===== src/rtl/diag_pkg.sv =====
package diag_pkg;

  typedef enum logic [1:0] {
    MODE_NORMAL = 2'b00,
    MODE_LOOP   = 2'b01,
    MODE_ECHO   = 2'b10,
    MODE_BOTH   = 2'b11
  } diag_mode_e;

  // receiver is fed from the transmitter instead of the pin
  function automatic logic loops_back(diag_mode_e m);
    return m[0];
  endfunction

  // transmit pin carries the receive pin instead of the transmitter
  function automatic logic echoes(diag_mode_e m);
    return m[1];
  endfunction

  // clear-to-send only gates the transmitter in plain operation
  function automatic logic cts_honoured(diag_mode_e m);
    return m == MODE_NORMAL;
  endfunction

  // carrier detect gates the receiver whenever it listens to the pin
  function automatic logic cd_honoured(diag_mode_e m);
    return !m[0];
  endfunction

endpackage


===== src/rtl/diag_tx_shift.sv =====
module diag_tx_shift #(
  parameter int DATA_W = 8
) (
  input  logic              clk,
  input  logic              rst_n,
  input  logic              tick,
  input  logic              send_ok,
  input  logic              valid,
  input  logic [DATA_W-1:0] data,
  output logic              ready,
  output logic              line_bit,
  output logic              busy
);
  localparam int FRAME_W = DATA_W + 2;
  localparam int CNT_W   = $clog2(FRAME_W + 1);

  logic [FRAME_W-1:0] shreg;
  logic [CNT_W-1:0]   left;
  logic               load;

  assign busy  = (left != '0);
  assign ready = !busy && send_ok;
  assign load  = valid && ready;

  always_ff @(posedge clk) begin
    if (!rst_n) begin
      shreg    <= '1;
      left     <= '0;
      line_bit <= 1'b1;
    end else if (load) begin
      shreg <= {1'b1, data, 1'b0};
      left  <= CNT_W'(FRAME_W);
    end else if (busy && tick) begin
      line_bit <= shreg[0];
      shreg    <= {1'b1, shreg[FRAME_W-1:1]};
      left     <= left - 1'b1;
    end
  end

endmodule


===== src/rtl/diag_rx_shift.sv =====
module diag_rx_shift #(
  parameter int DATA_W = 8
) (
  input  logic              clk,
  input  logic              rst_n,
  input  logic              enable,
  input  logic              tick,
  input  logic              line_bit,
  input  logic              start_ok,
  output logic              done,
  output logic [DATA_W-1:0] data,
  output logic              busy
);
  localparam int CNT_W = (DATA_W > 1) ? $clog2(DATA_W) : 1;

  logic [CNT_W-1:0] got;

  always_ff @(posedge clk) begin
    if (!rst_n) begin
      busy <= 1'b0;
      got  <= '0;
      done <= 1'b0;
      data <= '0;
    end else if (!enable) begin
      busy <= 1'b0;
      got  <= '0;
      done <= 1'b0;
    end else begin
      done <= 1'b0;
      if (tick) begin
        if (!busy) begin
          if (!line_bit && start_ok) begin
            busy <= 1'b1;
            got  <= '0;
          end
        end else begin
          data <= {line_bit, data[DATA_W-1:1]};
          if (got == CNT_W'(DATA_W - 1)) begin
            busy <= 1'b0;
            done <= 1'b1;
          end else begin
            got <= got + 1'b1;
          end
        end
      end
    end
  end

endmodule


===== src/rtl/diag_rx_fifo.sv =====
module diag_rx_fifo #(
  parameter int DATA_W = 8,
  parameter int DEPTH  = 4
) (
  input  logic              clk,
  input  logic              rst_n,
  input  logic              flush,
  input  logic              wr,
  input  logic [DATA_W-1:0] wr_data,
  input  logic              rd,
  output logic [DATA_W-1:0] rd_data,
  output logic              not_empty,
  output logic              full
);
  localparam int AW = (DEPTH > 1) ? $clog2(DEPTH) : 1;

  logic [DATA_W-1:0] mem [DEPTH];
  logic [AW-1:0]     wp, rp;
  logic [AW:0]       fill;
  logic              do_wr, do_rd;

  assign not_empty = (fill != '0);
  assign full      = (fill == (AW+1)'(DEPTH));
  assign do_wr     = wr && !full;
  assign do_rd     = rd && not_empty;
  assign rd_data   = mem[rp];

  function automatic logic [AW-1:0] bump(logic [AW-1:0] p);
    return (p == AW'(DEPTH - 1)) ? '0 : p + 1'b1;
  endfunction

  always_ff @(posedge clk) begin
    if (do_wr && !flush) mem[wp] <= wr_data;
  end

  always_ff @(posedge clk) begin
    if (!rst_n || flush) begin
      wp   <= '0;
      rp   <= '0;
      fill <= '0;
    end else begin
      if (do_wr) wp <= bump(wp);
      if (do_rd) rp <= bump(rp);
      fill <= fill + (do_wr ? 1'b1 : 1'b0) - (do_rd ? 1'b1 : 1'b0);
    end
  end

endmodule


===== src/rtl/diag_router.sv =====
module diag_router
  import diag_pkg::*;
#(
  parameter int DATA_W     = 8,
  parameter int FIFO_DEPTH = 4
) (
  input  logic              clk,
  input  logic              rst_n,
  input  logic [1:0]        mode_req,
  input  logic              txd_hold_high,
  input  logic              rts_off,
  input  logic              rx_en,
  input  logic              tx_tick,
  input  logic              rx_tick,
  input  logic              tx_valid,
  input  logic [DATA_W-1:0] tx_data,
  output logic              tx_ready,
  input  logic              rx_pop,
  output logic              rx_out_valid,
  output logic [DATA_W-1:0] rx_out_data,
  output logic              txd_pin,
  input  logic              rxd_pin,
  output logic              rts_pin,
  input  logic              cts_pin,
  input  logic              cd_pin,
  output logic [1:0]        mode_now
);

  diag_mode_e        mode_q;
  logic              tx_busy, rx_busy, tx_bit;
  logic              cts_ok, cd_ok, both_idle;
  logic              rx_src, rx_strobe;
  logic              echo_q;
  logic              fifo_wr, fifo_full;
  logic [DATA_W-1:0] fifo_wdata;

  // mode register: adopted only between characters
  assign both_idle = !tx_busy && !rx_busy;

  always_ff @(posedge clk) begin
    if (!rst_n)         mode_q <= MODE_NORMAL;
    else if (both_idle) mode_q <= diag_mode_e'(mode_req);
  end
  assign mode_now = mode_q;

  // modem line gating
  assign cts_ok  = !cts_honoured(mode_q) || cts_pin;
  assign cd_ok   = !cd_honoured(mode_q) || cd_pin;
  assign rts_pin = !rts_off && (tx_valid || tx_busy);

  // receiver source and strobe: one shared strobe in loopback
  assign rx_src    = loops_back(mode_q) ? tx_bit  : rxd_pin;
  assign rx_strobe = loops_back(mode_q) ? tx_tick : rx_tick;

  // echo retimer, driven by the receive strobe
  always_ff @(posedge clk) begin
    if (!rst_n)       echo_q <= 1'b1;
    else if (rx_tick) echo_q <= rxd_pin;
  end

  always_comb begin
    if (echoes(mode_q))                           txd_pin = echo_q;
    else if (mode_q == MODE_LOOP && txd_hold_high) txd_pin = 1'b1;
    else                                          txd_pin = tx_bit;
  end

  diag_tx_shift #(.DATA_W(DATA_W)) u_tx (
    .clk      (clk),
    .rst_n    (rst_n),
    .tick     (tx_tick),
    .send_ok  (cts_ok),
    .valid    (tx_valid),
    .data     (tx_data),
    .ready    (tx_ready),
    .line_bit (tx_bit),
    .busy     (tx_busy)
  );

  diag_rx_shift #(.DATA_W(DATA_W)) u_rx (
    .clk      (clk),
    .rst_n    (rst_n),
    .enable   (rx_en),
    .tick     (rx_strobe),
    .line_bit (rx_src),
    .start_ok (cd_ok),
    .done     (fifo_wr),
    .data     (fifo_wdata),
    .busy     (rx_busy)
  );

  diag_rx_fifo #(.DATA_W(DATA_W), .DEPTH(FIFO_DEPTH)) u_fifo (
    .clk       (clk),
    .rst_n     (rst_n),
    .flush     (!rx_en),
    .wr        (fifo_wr),
    .wr_data   (fifo_wdata),
    .rd        (rx_pop),
    .rd_data   (rx_out_data),
    .not_empty (rx_out_valid),
    .full      (fifo_full)
  );

endmodule


===== config.mk =====
export PLATFORM = sky130hd
export DESIGN_NAME = diag_router
export DESIGN_NICKNAME = d
export VERILOG_FILES = /design/src/rtl/diag_pkg.sv /design/src/rtl/diag_tx_shift.sv /design/src/rtl/diag_rx_shift.sv /design/src/rtl/diag_rx_fifo.sv /design/src/rtl/diag_router.sv
export SDC_FILE = /design/constraint.sdc
export NUM_CORES = 1
export LEC_CHECK = 0
export BUFFER_PORTS_ARGS = -buffer_cell sky130_fd_sc_hd__buf_2
export CORE_MARGIN = 3
export CORE_UTILIZATION = 57
export DETAILED_ROUTE_END_ITERATION = 12
export HOLD_SLACK_MARGIN = 0.15
export PLACE_DENSITY = 0.82
export SLEW_MARGIN = 30
export SYNTH_ARGS = -nofsm -noshare
export SYNTH_HDL_FRONTEND = slang
export SYNTH_SLANG_ARGS = --single-unit

===== constraint.sdc =====
create_clock -name clk -period 2.6 [get_ports clk]
set_input_delay 0.65 -clock clk [delete_from_list [all_inputs] [get_ports clk]]
set_output_delay 0.65 -clock clk [all_outputs]
set_load 0.005 [all_outputs]

==> impl_metrics.json <==
{
  "status": "finished, final reports clean",
  "crit_fanout": 8,
  "cts_buffer_depth": 2,
  "cts_hold_buf": 0,
  "clk_latency_ns": 0.34,
  "drv_cap": 0,
  "synth.top_cells.by_area": "edfxtp_1 (33%), dfxtp_1 (27%), mux4_2 (6.2%)",
  "ys.flop_type": "dfxtp_1",
  "drt-pass1-iter-count": 4,
  "dp.cells": 326,
  "slew_violations": 0,
  "setup_viol": 0,
  "cts_sinks": 71,
  "cts_root_buf": "clkbuf_8",
  "ant_nets": 0,
  "grtUsageTotal_pct": 18.3,
  "rsz0062_at_grt": "no",
  "dieArea_um2": 6020,
  "syn_avg_cell_area_um2": 12.5,
  "synth-edff-count": 32,
  "cp.arrival_ns": 1.72,
  "yosysWarnings": 0,
  "grt_pass1_wl_um": 8360,
  "die_w_um": 77.6,
  "finClkSkew_ns": 0.00927,
  "die_h_um": 77.6,
  "fin_crit_sh_pct": 91.3,
  "grt_pass1_vias": 1742,
  "cts_resized": 0,
  "wirelength_um": 5000,
  "dpl.hpwl_um": 3370,
  "syn_to_final_growth_pct": 15.6,
  "initial_utilization_pct": 60.2,
  "place_congestion": 0.765,
  "crit_required_ns": 1.95,
  "hold_path_class": "reg -> reg",
  "netlist_area_um2": 2920,
  "row_count": 25,
  "leakage_nw": 1.31,
  "finalHoldViolCount": 0,
  "overflow": 0,
  "startpoint_type": "flip-flop",
  "yosysTopAreaCellShare_pct": 32.9,
  "drtIter0Drc": 156,
  "viasPerCell": 5.51,
  "grt_max_degree": 20,
  "dpl_cell_area_um2": 3130,
  "vias": 1885,
  "worst_pin_slew_ns": 0.538,
  "drive_gt1_share_pct": 26.5,
  "tritoncts": "yes",
  "design_area_um2": 3370,
  "nets": 303,
  "clkTransAtPathRegs_ns": 0.07,
  "slew_headroom_pct": 64.1,
  "fin_cells": 342,
  "fill_cells": 323,
  "cts_buffers": 9,
  "max_freq_mhz": 421,
  "worst_setup_path_end_kind": "primary output",
  "ys_types": 44,
  "num_io_pins": 36,
  "synth_most_common_cell": "dfxtp_1",
  "antenna_found_initial": 0,
  "fin_setup_tns_ns": 0,
  "drc": 0,
  "ys_top_cells_by_count": "dfxtp_1 (39), edfxtp_1 (32), nand2_1 (21)",
  "ys_seq_area_share_pct": 59.6,
  "core_um2": 4850,
  "power_density_nw_per_um2": 888,
  "syn_inst": 233,
  "io_buffers": 35,
  "synth_top_area_cell": "edfxtp_1",
  "period_needed_ns": 2.37,
  "postCtsSetupRepairBufs": 0,
  "synthesis.nets": 266,
  "critical_path_class": "reg -> out",
  "antennaDiodeCount": 0,
  "detail_route.wl_per_cell_um": 14.6,
  "ys_ff_latch": 71,
  "peakVddDrop_uv": 680,
  "async_flop_share_pct": 0,
  "cts-htree-levels": 3
}
layout make-up:
cell class                 count  area, µm²  area share, %
clock buffer                   9        124           3.67
sequential                    71       1740           51.6
inverter                      10       37.5           1.11
clock inverter                 7        121           3.60
multi-input combinational    140       1070           31.7
tap                           67       83.8           2.48
timing repair buffer          38        198           5.86
through the flow:
step                setup slack [ns]  power, mW  utilization, %  hold WS [ns]
finish                         0.225       3.00            69.6         0.490
global route                  0.0944       3.13            69.6         0.514
CTS                            0.171       3.01            69.6         0.494
detailed placement             0.306       1.96            64.5         0.467
global placement               0.337       1.94            64.5         0.460
floorplan                      0.367       1.88               -         0.441
state kept, by name, indices dropped and copies added (netlist names), 2 cells and up, named ones only:
| name | flops |
|---|---|
| u_fifo.mem | 32 |
| u_fifo.wp | 2 |
| u_fifo.fill | 3 |
| mode_now | 2 |
| u_rx.data | 8 |
| u_tx.shreg | 9 |
| u_rx.got | 3 |
| u_fifo.rp | 2 |
| u_tx.left | 4 |
worst max-delay path, cell delays in order, from the launching register on:
cell	delay, ns
dfxtp_1	0.66
mux4_2	0.58
buf_2	0.14
cells in the final DEF (no fill, tap or decap), drive strengths merged, types with 2 or more instances in the layout:
cell type	netlist	final
nand2	21	21
inv	10	10
a22o	2	2
and3	6	6
clkinv	0	4
clkbuf	7	9
nand3	9	9
nor3	4	4
nor2	18	18
mux2i	4	4
ha	10	10
o21ai	11	11
or3	2	2
nor3b	2	2
xnor2	2	2
bufinv	0	3
buf	5	38
or3b	2	2
a221o	8	8
dfxtp	39	39
edfxtp	32	32
mux4	8	8
a21o	7	7
mux2	2	2
a21oi	9	9
layer usage:
| metal | up-vias | part of all wire [%] | GRT usage, % |
|---|---|---|---|
| met4 | 0 | 1.3 | 10.1 |
| met2 | 55 | 48 | 28.1 |
| met1 | 894 | 46 | 23.4 |
| met3 | 7 | 5.3 | 5.34 |
| li1 | 929 | - | - |
| met5 | - | 0 | 0 |
final timing paths:
check	to	startpoint	slack (ns)	cells after the start
worst max register to register	u_fifo.fill[2]	u_fifo.fill[1]	0.30	11
worst min register to register	echo_q	echo_q	0.49	2
worst max-delay path	rx_out_data[4]	flip-flop	0.23	2
worst min-delay path	echo_q	echo_q	0.49	2
cell families after synthesis:
kind of cell,count (synthesis),synth area share (%)
flip-flops,71,59.6
AND/OR/NAND/NOR,68,11.8
AO/OA/AOI/OAI,44,10.6
buffers and inverters,22,3.77
multiplexers,14,8.31
adder cells (fa/ha/maj),11,4.97
XOR/XNOR,3,0.900
power breakdown:
part | total, mW | switching, mW | leakage [nW] | internal, mW
Combinational | 0.581 | 0.307 | 0.594 | 0.274
Clock | 1.06 | 0.419 | 0.123 | 0.640
Sequential | 1.36 | 0.0869 | 0.591 | 1.27
No activity file was read; power rests on OpenSTA's default activity.
